[src/rtl/mbox_bridge.sv]
module mbox_bridge #(
  parameter int DW = 8,
  parameter int AW = 10,
  parameter int SW = 2,
  parameter logic [AW-1:0] DATA_PORT = 10'h220,
  parameter logic [AW-1:0] STAT_PORT = 10'h221,
  parameter logic [SW-1:0] MCU_RD_SEL = 2'b01,
  parameter logic [SW-1:0] MCU_WR_SEL = 2'b10
) (
  input  logic          clk,
  input  logic          rst,
  input  logic [AW-1:0] host_addr,
  input  logic          host_aen,
  input  logic          host_ior_n,
  input  logic          host_iow_n,
  input  logic [DW-1:0] host_wdata,
  output logic [DW-1:0] host_rdata,
  output logic          host_rd_oe,
  input  logic [SW-1:0] mcu_sel,
  input  logic          mcu_rd_n,
  input  logic          mcu_wr_n,
  input  logic [DW-1:0] mcu_wdata,
  output logic [DW-1:0] mcu_rdata,
  output logic          mcu_rd_oe,
  output logic          mcu_irq_n,
  output logic          mcu_tx_busy
);
  localparam int PADW = DW - 2;

  logic          h_data, h_stat;
  logic          h_rd_data, h_rd_stat, h_wr_data;
  logic          m_rd, m_wr;
  logic          h_rd_q, h_wr_q, m_rd_q, m_wr_q;
  logic          h_rd_go, h_wr_go, m_rd_go, m_wr_go;
  logic          in_full, out_full;
  logic [DW-1:0] in_buf, out_buf;
  logic [DW-1:0] status;

  assign h_data    = !host_aen && (host_addr == DATA_PORT);
  assign h_stat    = !host_aen && (host_addr == STAT_PORT);
  assign h_rd_data = h_data && !host_ior_n;
  assign h_rd_stat = h_stat && !host_ior_n;
  assign h_wr_data = h_data && !host_iow_n;
  assign m_rd      = (mcu_sel == MCU_RD_SEL) && !mcu_rd_n;
  assign m_wr      = (mcu_sel == MCU_WR_SEL) && !mcu_wr_n;

  always_ff @(posedge clk) begin
    if (rst) begin
      h_rd_q <= 1'b0;
      h_wr_q <= 1'b0;
      m_rd_q <= 1'b0;
      m_wr_q <= 1'b0;
    end else begin
      h_rd_q <= h_rd_data;
      h_wr_q <= h_wr_data;
      m_rd_q <= m_rd;
      m_wr_q <= m_wr;
    end
  end

  assign h_rd_go = h_rd_data && !h_rd_q;
  assign h_wr_go = h_wr_data && !h_wr_q;
  assign m_rd_go = m_rd && !m_rd_q;
  assign m_wr_go = m_wr && !m_wr_q;

  always_ff @(posedge clk) begin
    if (rst) begin
      in_full <= 1'b0;
      in_buf  <= '0;
    end else if (h_wr_go) begin
      in_full <= 1'b1;
      in_buf  <= host_wdata;
    end else if (m_rd_go) begin
      in_full <= 1'b0;
    end
  end

  always_ff @(posedge clk) begin
    if (rst) begin
      out_full <= 1'b0;
      out_buf  <= '0;
    end else if (m_wr_go) begin
      out_full <= 1'b1;
      out_buf  <= mcu_wdata;
    end else if (h_rd_go) begin
      out_full <= 1'b0;
    end
  end

  assign status      = {{PADW{1'b0}}, !in_full, out_full};
  assign host_rd_oe  = h_rd_data || h_rd_stat;
  assign host_rdata  = h_rd_data ? out_buf : (h_rd_stat ? status : '0);
  assign mcu_rd_oe   = m_rd;
  assign mcu_rdata   = m_rd ? in_buf : '0;
  assign mcu_irq_n   = !in_full;
  assign mcu_tx_busy = out_full;
endmodule

[config.mk]
export PLATFORM = sky130hd
export DESIGN_NAME = mbox_bridge
export DESIGN_NICKNAME = d
export VERILOG_FILES = /design/src/rtl/mbox_bridge.sv
export SDC_FILE = /design/constraint.sdc
export NUM_CORES = 1
export LEC_CHECK = 0
export ABC_AREA = 1
export BUFFER_PORTS_ARGS = -buffer_cell sky130_fd_sc_hd__buf_2
export CAP_MARGIN = 10
export CORE_MARGIN = 2
export CORE_UTILIZATION = 40
export DETAILED_ROUTE_END_ITERATION = 7
export PLACE_DENSITY = 0.8
export SLEW_MARGIN = 5
export SYNTH_ARGS = -nofsm -noshare
export SYNTH_HDL_FRONTEND = slang
export SYNTH_SLANG_ARGS = --single-unit
[constraint.sdc]
create_clock -name clk -period 1.4 [get_ports clk]
set_input_delay 0.07 -clock clk [delete_from_list [all_inputs] [get_ports clk]]
set_output_delay 0.07 -clock clk [all_outputs]
set_load 0.01 [all_outputs]
==> results.yml, run 1 <==
min_path:
  hp-class: "primary input to register"
  hold_depth: 3
  min-delay-start: "mcu_wr_n"
critical_path:
  start_kind: "primary input"
  crit_fanout: 8
  cp.required_ns: 1.33
  worstPathArrival_ns: 1.10
  end_kind: "output pin"
  r2r-start: "m_wr_q"
  reg2regPathDepth: 4
  crit_path_start: "host_addr[6]"
  path_class: "primary input to output pin"
job:
  maxCapViolCount: 0
synth:
  synth_nets: 186
  ys_seq_area_share_pct: 43.0
  syn-mean-instance-area_sq_um: 6.78
  syn_area_sq_um: 1020
  ys_warn_count: 0
  synth_cell_types: 17
  ys_ff_latch: 22
  syn-instance-count: 151
power_and_ir_drop:
  finalPower_mw: 1.12
  leakagePower_nw: 0.765
  cellPowerDensity_nw_per_um2: 768
  ir_worst_vdd_v: 0.000626
route:
  highest_layer: "met4"
  wl_met1_um: 963
  route.detailed.drc: 0
  drt_iter0_drc: 25
  final_antenna_net_count: 0
  via_per_inst: 4.43
  dr_wl_met2_um: 1210
  drt_first_pass_iters: 4
  wire_per_inst_um: 9.62
  routed_wl_um: 2380
  vias: 1094
  met3_length_um: 136
floorplan:
  initial_core_util_pct: 41.7
  core-area_sq_um: 2450
  num_rows: 18
  fp.dieW_um: 54.6
  io_pins: 55
  die_area_sq_um: 2980
  dieHeight_um: 54.6
clocking:
  cts_buffer_depth: 2
  holdBufCountCts: 11
  cts_made_buffers: 3
  clockRootBuffer: "clkbuf_4"
  cts_sinks: 22
  clk_pin_slew_ns: 0.11
  clk_latency_ns: 0.30
  cts_tree: "yes"
  cts_resized: 0
  cts_setup_buffers: 0
  htree_levels: 1
finish:
  drive_gt1_share_pct: 33.2
  final_cell_mix: "buf_2 (54), nor2_1 (43), nand2_1 (24)"
  fin_nets: 253
  multi_input_area_sq_um: 457
  diodes: 0
  n_fill_cell: 248
  syn2layout_area_growth_pct: 42.9
  final_common_cell: "buf_2"
  regArea_sq_um: 440
placement:
  io_buffers: 54
  gp_congestion: 0.757
  hpwl_um: 1620
sta:
  drv_slew: 0
  skew_ns: 0.00141
  rsz0062_at_grt: "false"
  worstMarginPinSlew_ns: 0.395
  post-route-period-util_pct: 83.6
  setup_violations: 0
  tns_ns: 0
  fin_crit_ns: 1.17
  relSlewSlack_pct: 73.6
  hold_viol: 0
  fmax_mhz: 854
global_routing:
  antenna_found_initial: 0
  track_usage_pct: 16.2
  grt_pass1_vias: 920
  overflow: 0
  grt_pass1_wl_um: 3460
  grt_max_degree: 18
status:
  outcome: "finished clean"
registers in the layout (all words and copies together) (netlist names):
register and cells:
mcu_tx_busy 1, m_rd_q 1, h_rd_q 1, m_wr_q 1
h_wr_q 1, in_buf 8, in_full 1, out_buf 8
final cells by class:
cell class,count,area share (%)
Clock buffer,4,2.48
Inverter,27,6.93
Sequential cell,22,30.1
Multi-Input combinational cell,98,31.2
Timing Repair Buffer,66,26.7
Tap cell,30,2.57
per-layer routing:
layer | vias up | track usage (%)
met5 | - | 0
met4 | 0 | 10.4
met3 | 7 | 2.46
met2 | 38 | 28.6
met1 | 467 | 17.8
li1 | 582 | -
per-stage QoR:
stage	setup slack (ns)	util, %	instances	hold slack [ns]	area (sq um)
after floorplan	0.439	-	151	0.139	1020
after global placement	0.248	53.2	231	0.293	1310
after detailed placement	0.228	53.2	231	0.298	1310
after CTS	0.224	59.2	246	0.0143	1450
after global routing	0.0993	59.6	247	0.0313	1460
final	0.230	59.6	247	0.0297	1460
power by group:
part	internal (mW)	switching, mW	leakage (nW)
logic	0.0744	0.0672	0.565
registers	0.641	0.00564	0.178
clock network	0.159	0.176	0.0210
total	0.874	0.249	0.765
kinds of logic after synthesis:
family | count (synthesis) | share of synthesized area [%]
buf+inv | 31 | 12.3
simple gates | 80 | 35.8
flops | 22 | 43.0
compound gates | 18 | 8.80
cells in the mapped netlist:
library cell,n,share of area [%]
inv_1,20,7.3
a21oi_1,9,4.4
nand3_1,4,2.0
o21ai_1,2,0.98
o21ai_0,7,3.4
nand3_4,2,3.4
nor4_1,1,0.61
nand2_1,24,8.8
nor2_4,3,3.3
dfxtp_1,22,43
nand3b_1,1,0.73
nor2_1,43,16
clkbuf_1,1,0.37
nor2_2,2,1.2
buf_6,1,1.1
buf_2,2,0.98
inv_2,7,2.6
worst max-delay path, cell delays in order:
cell and delay, ns:
buf_2 0.10, nor2_1 0.10, nand3_1 0.15, nor2_2 0.19
nand2_1 0.21, nor2_1 0.14, buf_2 0.15
path summary, 6_finish.rpt:
| kind | endpoint | slack, ns |
|---|---|---|
| setup / recovery | host_rdata[4] | 0.23 |
| hold / removal | m_wr_q | 0.03 |
| setup reg to reg | out_buf[2] | 0.37 |
| hold reg to reg | out_buf[7] | 0.46 |
Power figures use the tool's default switching activity.
==> inputs of run 2 (changes only) <==
clock period = 1.1 ns   (was 1.4 ns; I/O delays follow)
==> run 2 against run 1 <==
  * The flow now finishes with violations (negative hold slack)
  * Sequential share of layout area grew 0.077 points
  * Critical path depth unchanged
  * Clock power grew 5%
  * Worst hold slack lost 0.035 ns
  * Via count decreased by 2.0%
  * Clock skew is essentially flat
  * Count of clock-buffer cells in the layout is 1 lower
  * Largest power group unchanged
==> results.yml, run 2 (same netlist as run 1, synthesis figures left out) <==
finish:
  multi_input_area_sq_um: 472
  final_common_cell: "buf_2"
  syn2layout_area_growth_pct: 42.5
  stdcell_count: 246
  drive_gt1_share_pct: 35.2
  top_regs: "in_buf (8), out_buf (8)"
  diodes: 0
  final_area_sq_um: 1460
  final_cell_mix: "buf_2 (54), nor2_1 (42), nand2_1 (23)"
  regArea_sq_um: 440
  fin_nets: 253
  n_fill_cell: 257
clocking:
  cts_made_buffers: 3
  htree_levels: 1
  cts_tree: "yes"
  cts_sinks: 22
  clockRootBuffer: "clkbuf_4"
  clk_pin_slew_ns: 0.11
  cts_buffer_depth: 2
  clk_latency_ns: 0.30
  cts_setup_buffers: 0
placement:
  io_buffers: 54
  pre_cts_slack_ns: 0.00985
  gp_congestion: 0.721
  place_area_sq_um: 1320
  dp_cells: 233
  hpwl_um: 1610
power_and_ir_drop:
  ir_worst_vdd_v: 0.000669
  pwr-share-seq_pct: 60.9
  leakagePower_nw: 0.759
  p_switching_mw: 0.316
  p_sw_share_pct: 23.4
  intPower_mw: 1.04
  combPwrFrac_pct: 13.2
  cellPowerDensity_nw_per_um2: 926
  pwr-share-clk_pct: 26.0
global_routing:
  antenna_found_initial: 0
  grt_pass1_wl_um: 3170
  overflow: 0
  grt_max_degree: 18
  track_usage_pct: 14.7
  grt_pass1_vias: 825
sta:
  setup_violations: 0
  post-route-period-util_pct: 95.5
  fmax_mhz: 952
  setup_ws_ns: 0.0494
  rsz0062_at_grt: "false"
  relSlewSlack_pct: 75.9
  skew_ns: 0.00155
  drv_slew: 0
  tns_ns: 0
  worstMarginPinSlew_ns: 0.360
  hold_slack_ns: -0.00521
  fin_crit_ns: 1.05
  hold_viol: 1
critical_path:
  crit_fanout: 17
  reg2reg_slack_ns: 0.14
  end_kind: "register"
  crit_end: "in_buf[7]"
  cp.required_ns: 1.34
  r2r-start: "m_wr_q"
  path_class: "primary input to register"
  reg2regPathDepth: 4
  start_kind: "primary input"
  reg2reg_to: "out_buf[7]"
  crit_path_start: "host_iow_n"
  worstPathArrival_ns: 1.29
min_path:
  hp-class: "primary input to register"
floorplan:
  core-area_sq_um: 2450
  initial_core_util_pct: 41.7
  fp.dieW_um: 54.6
  io_pins: 55
  dieHeight_um: 54.6
  num_rows: 18
  die_area_sq_um: 2980
route:
  wire_per_inst_um: 9.22
  via_per_inst: 4.36
  routed_wl_um: 2270
  drt_iter0_drc: 12
  drt_first_pass_iters: 4
  vias: 1072
  final_antenna_net_count: 0
  route.detailed.drc: 0
status:
  violations: "negative hold slack"
  outcome: "finished, violations left"
job:
  maxCapViolCount: 0
[run 2: worst min-delay path by stage]
stage                  start  slack, ns  cells after the start          to
2_1_floorplan            rst       0.12                      1     in_full
3_3_place_gp   host_wdata[7]       0.28                      3   in_buf[7]
3_5_place_dp      host_iow_n       0.28                      2      h_wr_q
4_1_cts         mcu_wdata[1]      0.006                      3  out_buf[1]
5_1_grt         mcu_wdata[1]      0.003                      3  out_buf[1]
6_report        mcu_wdata[1]     -0.005                      3  out_buf[1]
[run 2: power by group through the flow]
stage	Combinational, mW	Sequential, mW	Clock [mW]
floorplan	0.0651	0.840	0
global placement	0.146	0.840	0
detailed placement	0.148	0.841	0
CTS	0.173	0.823	0.354
global route	0.198	0.825	0.400
finish	0.178	0.823	0.351
[run 2: stage by stage]
stage | power, mW | util [%]
6_report | 1.35 | 59.4
5_1_grt | 1.42 | 59.4
4_1_cts | 1.35 | 58.4
3_5_place_dp | 0.989 | 53.8
3_3_place_gp | 0.986 | 53.8
2_1_floorplan | 0.905 | -
[run 2: critical path, stage by stage]
cell           delay [ns]
dlygate4sd3_1        0.55
buf_2                0.14
nor2_4               0.11
nand3_4              0.17
nand2_1              0.10
nand2_1              0.06
nor2_1               0.10
[run 2: repair_timing]
item | CTS | global route
resized for setup | 0 | 4
setup endpoints to repair | 0 | 8
hold buffers | 9 | 1
hold endpoints to repair | 9 | 1
[run 2: final cells by class]
cell class	count	area share, %
sequential	22	30.2
multi-input combinational	98	32.3
inverter	27	6.95
clock buffer	3	1.54
timing repair buffer	66	26.4
tap	30	2.57
[run 2: routing by layer]
metal | vias to the layer above | GRT usage (%) | wire length (um)
li1 | 581 | - | -
met1 | 458 | 17.7 | 1010
met2 | 29 | 25.2 | 1100
met3 | 4 | 1.64 | 122
met4 | 0 | 8.33 | 36
met5 | - | 0 | 0
==> inputs of run 3 (changes only) <==
CORE_MARGIN = not set   (was 2)
PLACE_DENSITY = 0.73   (was 0.8)
==> run 3 against run 2 <==
  * The flow now finishes without violations
  * Via count is 6.1% higher
  * Flip-flop and latch count unchanged
  * Final cell count up 0.41%
  * Clock power rose by 22%
  * Global-route usage grew 4.8 points
  * Power is 6.0% higher
  * Core utilization rose by 5.4 points
  * Critical path depth unchanged
  * Non-clock buffer count rose by 1
==> results.yml, run 3 (same netlist as run 1, synthesis figures left out) <==
status:
  outcome: "finished clean"
placement:
  io_buffers: 54
  gp_congestion: 0.784
  hpwl_um: 1780
  dp_cells: 230
sta:
  fmax_mhz: 975
  hold_viol: 0
  drv_slew: 0
  worstMarginPinSlew_ns: 0.358
  skew_ns: 0.00611
  setup_violations: 0
  post-route-period-util_pct: 93.3
  hold_slack_ns: 0.0108
  relSlewSlack_pct: 76.0
  fin_crit_ns: 1.03
  rsz0062_at_grt: "true"
floorplan:
  die_area_sq_um: 2770
  fp.dieW_um: 52.6
  io_pins: 55
  num_rows: 17
  dieHeight_um: 52.6
  initial_core_util_pct: 44.1
  core-area_sq_um: 2320
global_routing:
  overflow: 0
  track_usage_pct: 19.5
  grt_max_degree: 18
  grt_pass1_vias: 1024
  antenna_found_initial: 0
  grt_pass1_wl_um: 4060
clocking:
  cts_sinks: 22
  cts_tree: "yes"
  cts_made_buffers: 3
  htree_levels: 1
  clockRootBuffer: "clkbuf_4"
  clk_latency_ns: 0.30
  cts_buffer_depth: 2
  clk_pin_slew_ns: 0.12
route:
  met3_length_um: 111
  via_per_inst: 4.60
  route.detailed.drc: 0
  final_antenna_net_count: 0
  dr_wl_met2_um: 1280
  highest_layer: "met4"
  drt_iter0_drc: 7
  drt_first_pass_iters: 3
  routed_wl_um: 2400
  wire_per_inst_um: 9.72
  vias: 1137
  wl_met1_um: 999
min_path:
  hp-class: "primary input to register"
  min_to: "in_full"
  hold_depth: 2
  min-delay-start: "rst"
power_and_ir_drop:
  ir_worst_vdd_v: 0.000833
  leakagePower_nw: 0.772
  cellPowerDensity_nw_per_um2: 953
  finalPower_mw: 1.43
job:
  maxCapViolCount: 0
critical_path:
  reg2regPathDepth: 4
  start_kind: "primary input"
  reg2reg_to: "out_buf[2]"
  cp_common_cell: "nand2_1"
  path_class: "primary input to register"
  reg2reg_slack_ns: 0.15
  worstPathArrival_ns: 1.26
  cp.required_ns: 1.34
  max_stage_delay_ns: 0.54
  r2r-start: "m_wr_q"
  crit_fanout: 9
  end_kind: "register"
  slowest_stage: "dlygate4sd3_1"
  cp_cell_sequence: "dlygate4sd3_1 -> buf_2 -> nor2_4 -> nand3_4 -> nand2_1 -> nand2_1 -> nor2_1"
finish:
  stdcell_count: 247
  final_cell_mix: "buf_2 (54), nor2_1 (40), nand2_1 (23)"
  top_regs: "in_buf (8), out_buf (8)"
  diodes: 0
  final_common_cell: "buf_2"
  syn2layout_area_growth_pct: 46.8
  final_core_util_pct: 64.8
  fin_nets: 255
  drive_gt1_share_pct: 36.5
run 3: changes by cell type in the layout (fill, tap and decap cells not counted):
cell | before | now
clkbuf_8 | 0 | 1
nand3_4 | 2 | 3
dlygate4sd3_1 | 10 | 11
nor2_2 | 2 | 4
nor2_1 | 42 | 40
run 3: area by class of cell:
cell class	count	area [sq um]
inverters	27	101
multi-input cells	99	494
repair buffers	67	395
well taps	28	35.0
flip-flops and latches	22	440
fillers	216	816
clock buffers	4	36.3
run 3: per-stage QoR:
| step | setup TNS, ns | setup slack (ns) | area (sq um) |
|---|---|---|---|
| detailed placement | -0.429 | -0.0836 | 1310 |
| CTS | 0 | 0.0205 | 1470 |
| global route | -0.00742 | -0.00492 | 1500 |
| finish | 0 | 0.0741 | 1500 |
| global placement | 0 | 0.0116 | 1310 |
| floorplan | 0 | 0.139 | 1020 |
run 3: critical path: cells and delay by family:
family        cells  cell delay (ns)
buf+inv           2             0.69
simple gates      5             0.52
run 3: worst max-delay path by stage:
stage / from / slack [ns] / end / cells after the start
2_1_floorplan: m_wr_q / 0.14 / out_buf[5] / 5
3_3_place_gp: host_addr[6] / 0.01 / host_rdata[2] / 7
3_5_place_dp: host_addr[1] / -0.08 / host_rdata[3] / 7
4_1_cts: host_addr[1] / 0.02 / host_rdata[0] / 9
5_1_grt: host_iow_n / -0.005 / in_buf[2] / 7
6_report: host_iow_n / 0.07 / in_buf[6] / 7
run 3: power breakdown:
group          internal [mW]  leakage, nW  switching, mW
Sequential             0.815        0.178        0.00717
Combinational         0.0954        0.573         0.0874
Clock                  0.202       0.0210          0.225
Total                   1.11        0.772          0.320
run 3: layer usage:
layer | vias to the layer above | track usage, %
li1 | 592 | -
met4 | 0 | 6.58
met1 | 518 | 22.1
met5 | - | 0
met2 | 25 | 35.9
met3 | 2 | 3.77
run 3: what timing repair did:
action / CTS / global route
pin swaps: 0 / 2
hold buffers: 11 / 0
cloned: 0 / 1
hold endpoints to repair: 11 / 0
setup buffers: 0 / 1
endpoints found under the setup margin: 6 / 15
resized for setup: 2 / 5
